$ cat src/rtl/arb_busy_pkg.sv
package arb_busy_pkg;

    // Controller state encoding
    typedef enum logic [1:0] {
        ARB_IDLE  = 2'd0,   // no grant outstanding
        ARB_OFFER = 2'd1,   // grant held, transaction not yet started
        ARB_HOLD  = 2'd2    // holder's transaction in progress
    } arb_state_e;

endpackage

$ cat src/rtl/arb_prio_pick.sv
// Fixed-rank selector: lowest index that requests wins.
module arb_prio_pick #(
    parameter int N_MASTERS = 3
) (
    input  logic [N_MASTERS-1:0] req,
    output logic [N_MASTERS-1:0] pick,
    output logic                 any_req
);

    // seen[i] is high when some master below index i requests
    logic [N_MASTERS:0] seen;

    assign seen[0] = 1'b0;

    generate
        for (genvar i = 0; i < N_MASTERS; i++) begin : g_rank
            assign pick[i]   = req[i] & ~seen[i];
            assign seen[i+1] = seen[i] | req[i];
        end
    endgenerate

    assign any_req = seen[N_MASTERS];

endmodule

$ cat src/rtl/arb_ctrl_fsm.sv
// State machine owning the grant register.
module arb_ctrl_fsm
    import arb_busy_pkg::*;
#(
    parameter int N_MASTERS = 3
) (
    input  logic                 clk,
    input  logic                 rst,
    input  logic                 busy,
    input  logic [N_MASTERS-1:0] req,
    input  logic [N_MASTERS-1:0] pick,
    input  logic                 any_req,
    output arb_state_e           state,
    output logic [N_MASTERS-1:0] gnt
);

    localparam logic [N_MASTERS-1:0] NO_GRANT = '0;

    arb_state_e           state_nxt;
    logic [N_MASTERS-1:0] gnt_nxt;
    logic                 holder_req;

    // Holder still asserting its own request
    assign holder_req = |(req & gnt);

    always_comb begin
        state_nxt = state;
        gnt_nxt   = gnt;
        unique case (state)
            ARB_IDLE: begin
                if (!busy && any_req) begin
                    state_nxt = ARB_OFFER;
                    gnt_nxt   = pick;
                end else begin
                    gnt_nxt   = NO_GRANT;
                end
            end
            ARB_OFFER: begin
                if (busy) begin
                    state_nxt = ARB_HOLD;
                end else if (!holder_req) begin
                    state_nxt = ARB_IDLE;
                    gnt_nxt   = NO_GRANT;
                end
            end
            ARB_HOLD: begin
                if (!busy) begin
                    if (any_req) begin
                        state_nxt = ARB_OFFER;
                        gnt_nxt   = pick;
                    end else begin
                        state_nxt = ARB_IDLE;
                        gnt_nxt   = NO_GRANT;
                    end
                end
            end
            default: begin
                state_nxt = ARB_IDLE;
                gnt_nxt   = NO_GRANT;
            end
        endcase
    end

    // State register
    always_ff @(posedge clk) begin
        if (rst) begin
            state <= ARB_IDLE;
        end else begin
            state <= state_nxt;
        end
    end

    // Output register
    always_ff @(posedge clk) begin
        if (rst) begin
            gnt <= NO_GRANT;
        end else begin
            gnt <= gnt_nxt;
        end
    end

endmodule

$ cat src/rtl/bus_arb_busy.sv
// Top: busy-gated, non-preemptive fixed-rank arbiter.
module bus_arb_busy
    import arb_busy_pkg::*;
#(
    parameter int N_MASTERS = 3
) (
    input  logic                 clk,
    input  logic                 rst,
    input  logic [N_MASTERS-1:0] req,
    input  logic                 busy,
    output logic [N_MASTERS-1:0] gnt
);

    logic [N_MASTERS-1:0] pick;
    logic                 any_req;
    arb_state_e           fsm_state;

    arb_prio_pick #(
        .N_MASTERS (N_MASTERS)
    ) u_pick (
        .req     (req),
        .pick    (pick),
        .any_req (any_req)
    );

    arb_ctrl_fsm #(
        .N_MASTERS (N_MASTERS)
    ) u_fsm (
        .clk     (clk),
        .rst     (rst),
        .busy    (busy),
        .req     (req),
        .pick    (pick),
        .any_req (any_req),
        .state   (fsm_state),
        .gnt     (gnt)
    );

endmodule

$ cat config.mk
export PLATFORM = sky130hd
export DESIGN_NAME = bus_arb_busy
export DESIGN_NICKNAME = d
export VERILOG_FILES = /design/src/rtl/arb_busy_pkg.sv /design/src/rtl/arb_prio_pick.sv /design/src/rtl/arb_ctrl_fsm.sv /design/src/rtl/bus_arb_busy.sv
export SDC_FILE = /design/constraint.sdc
export NUM_CORES = 1
export LEC_CHECK = 0
export BUFFER_PORTS_ARGS = -buffer_cell sky130_fd_sc_hd__clkbuf_2
export CAP_MARGIN = 20
export CORE_AREA = 2 2 39 41
export DETAILED_ROUTE_END_ITERATION = 8
export DIE_AREA = 0 0 41 43
export PLACE_DENSITY = 0.45
export SKIP_CTS_REPAIR_TIMING = 1
export SYNTH_ARGS = -nofsm -noshare
export SYNTH_HDL_FRONTEND = slang
export SYNTH_HIERARCHICAL = 1
export SYNTH_SLANG_ARGS = --single-unit
$ cat constraint.sdc
create_clock -name clk -period 2 [get_ports clk]
set_input_delay 0.4 -clock clk [delete_from_list [all_inputs] [get_ports clk]]
set_output_delay 0.4 -clock clk [all_outputs]
set_load 0.05 [all_outputs]
==> results.txt <==
- The worst hold path was traced through 2 stages.
- Of the total power, the share spent switching nets is 0.266.
* Hold_ws: 392 ps
- Horizontal die dimension: around 41 µm
- The initial utilization of the core area, before any placement, comes to 0.201.
- Synth warn: 6
- Setup repair after global routing left no endpoint under its margin.
- The finished layout holds between 50 and 60 standard cells, fillers aside.
* Clock Path Buffers: 2
- In this design, the stage delay of the slowest critical-path cell is ~360 ps.
- Together, buffers and inverters on the worst path number 1.
* Number of global-route vias before repair: around 250
- The worst setup path is captured at an output pin.
* Die height: about 43 µm
* Crit-path cells: clkbuf_2
- Critical Setup Path Class: reg2out
- Grouping stages by cell kind, the critical path spends the most delay in flip-flops.
- On the critical path, the stage with the largest delay is an instance of sky130_fd_sc_hd__dfxtp_1.
* H-tree level count: 1
- Proportion of synthesized chip area in sequential cells: 0.360
- The number of endpoints with negative hold slack in the final report came to 0.
- For flop-to-flop paths, the worst setup slack is approximately 790 ps.
* Site row count: 14
- The die covers roughly 1800 µm².
* Share of power burned in the clock network: 0.448
* Post-CTS clock slew at the launch and capture registers of the worst setup and hold paths: about 40 ps
- Worst-case setup slack after placement: approximately 600 ps
- In this run the count of I/O pins placed on the die edge is 9.
- Once routing completed, OpenROAD measured the worst setup slack at between 700 and 800 ps.
- # Max-Cap Violations: 0
* Core box area: around 1400 µm²
- Along the worst path, the maximum fanout reaches 3.
- Origin of the critical flop-to-flop path: u_fsm/gnt[2]
- Slew at the pin closest to its max-slew limit: about 450 ps
* Max-slew violation total from the final report: 0
- At the worst endpoint, the required time is 1600 ps.
- Commonest cells after routing, fill and taps aside: sky130_fd_sc_hd__clkbuf_2, sky130_fd_sc_hd__dfxtp_1, sky130_fd_sc_hd__nand2b_1
* Net count after synthesis: 36
- Counting the buffers created by CTS gives 3.
- Half-perimeter wire length of the detailed placement result: roughly 450 µm
- Crit path time final: 1300 ps
- Worst vdd rail ir drop: around 0.23 mV
* Port Buffer Count: 8
* Total global routing track utilization: 0.0935
* NetSw: ~0.071 mW
- Vias post-DR: about 260
- Leaving out fill and tap cells, the most frequent cell in the layout is sky130_fd_sc_hd__clkbuf_2.
- Global-route wire length before repair: 1050 µm
- Setup total negative slack on the finished layout was measured at 0 ps.
- Each instance of the synthesized netlist takes up on average between 9 and 10 µm².
- CTS Sinks: 5
- Setup violations remaining at the end of the flow were counted as 0.
- The routed design has about 620 µm of wire.
* Largest net degree at the start of global routing: 7
- The number of antenna violations at the first check in global routing came to 0.
- FMAX: around 0.77 GHz
* Seq pwr share: 0.402
- Once detail routing completed, the nets flagged for antenna violations numbered 0.
- Final Net Count: between 40 and 50
- Clock Skew: 6.41 ps
* Register bit count reported by yosys: 5
- Clock latency on the worst-skew pair, taken at its later pin, is 250 ps.
* Vias per cell: about 4.5
* Crit path DAT: approximately 900 ps
- Terminus of the critical flop-to-flop path: u_fsm/gnt[2]
- Classification of the worst-slack hold path: in2reg
- Of the available clock period, the critical path in the final layout requires 0.648.
- Share of cells above drive strength 1: 0.293
- Of the total power, combinational logic draws 0.150.
- GRT Residual Overflow: 0
- Starting DRC count in detailed routing: 5
- CP startpoint kind: register
- The first detailed-routing pass took 4 iterations.
- The mapped netlist covers around 280 µm².
- For this run, design rule violations remaining after detail routing come to 0.
- Measured against its own limit, the worst slew margin works out to 0.701.
* Worst Hold Path EP: u_fsm/state[0]
- Once placement completed, the tool counted placed cells totaling 53.
* Internal power summed over all cells: 0.196 mW
- For the worst flop-to-flop path, the logic depth is 3.
- Gate count after technology mapping: 30
- PwrDens: around 750 nW/µm²
- TritonCTS built the clock tree.
* Drt wl/cell: 10.9 µm
- Min-Delay Startpoint: busy
* Number of antenna cells inserted: 0
- In this run, distinct cell masters in the synthesized netlist total 16.
* Placer congestion estimate: between 0.7 and 0.8
- Root Driver: sky130_fd_sc_hd__clkbuf_4
- The run finished with clean final reports.
- Layout area overhead: 28.4%
- Static power due to leakage: between 0.1 and 0.15 nW
- Once layout is complete, the utilization of the core stands at 0.258.
[stage by stage]
stage	power (mW)	area, µm²
5_1_grt	0.282	357
3_5_place_dp	0.149	330
4_1_cts	0.272	357
6_report	0.267	357
2_1_floorplan	0.137	278
3_3_place_gp	0.150	330
[routing by layer]
layer  vias up  global-route usage  routed length [µm]
li1        130                   -                   -
met1       119               0.106                 294
met2         5               0.122                 292
met3         2              0.0471                  31
met4         0              0.0800                   5
met5         -                   0                   0
[cells in the mapped netlist]
library cell                n  area share
sky130_fd_sc_hd__a222oi_1   1       0.036
sky130_fd_sc_hd__a22oi_2    1       0.045
sky130_fd_sc_hd__a2bb2oi_1  1       0.032
sky130_fd_sc_hd__buf_4      1       0.027
sky130_fd_sc_hd__dfxtp_1    5        0.36
sky130_fd_sc_hd__inv_1      2       0.027
sky130_fd_sc_hd__mux2i_1    3        0.11
sky130_fd_sc_hd__nand2b_1   4       0.090
sky130_fd_sc_hd__nand3_1    3       0.054
sky130_fd_sc_hd__nand3b_1   1       0.027
sky130_fd_sc_hd__nor2b_1    1       0.023
sky130_fd_sc_hd__nor3_1     2       0.036
sky130_fd_sc_hd__nor3b_1    2       0.054
sky130_fd_sc_hd__or2b_1     1       0.027
sky130_fd_sc_hd__or3_1      1       0.023
sky130_fd_sc_hd__xnor2_1    1       0.032
[final cells by class]
cell class	count	area (µm²)
timing repair buffer	8	40.0
sequential	5	100
tap	16	20.0
clock buffer	4	26.3
multi-input combinational	22	163
inverter	2	7.51
fill	155	1030
[cells by family (layout without fill, tap and decap cells)]
group,count (synthesis),after routing,share of synthesized area
flip-flops,5,5,0.360
AND/OR/NAND/NOR,15,15,0.333
buffers and inverters,3,14,0.0541
AO/OA/AOI/OAI,3,3,0.113
XOR/XNOR,1,1,0.0315
multiplexers,3,3,0.108
[worst max-delay path by stage]
stage | from | end | depth (start not counted)
3_3_place_gp | req[1] | u_fsm/gnt[2] | 4
3_5_place_dp | req[1] | u_fsm/gnt[2] | 4
2_1_floorplan | u_fsm/gnt[1] | u_fsm/gnt[0] | 3
5_1_grt | u_fsm/gnt[0] | gnt[0] | 1
4_1_cts | u_fsm/gnt[2] | gnt[2] | 1
6_report | u_fsm/gnt[2] | gnt[2] | 1
[state kept, by name (all words and copies together), names as in the netlist]
register,count
u_fsm/gnt,3
u_fsm/state,2
[power groups by stage]
stage / registers, mW / clock network (mW) / logic (mW)
2_1_floorplan: 0.116 / 0 / 0.0210
3_3_place_gp: 0.110 / 0 / 0.0401
3_5_place_dp: 0.109 / 0 / 0.0392
4_1_cts: 0.108 / 0.125 / 0.0397
5_1_grt: 0.108 / 0.130 / 0.0440
6_report: 0.108 / 0.120 / 0.0400
(Power assumes the default switching activity.)
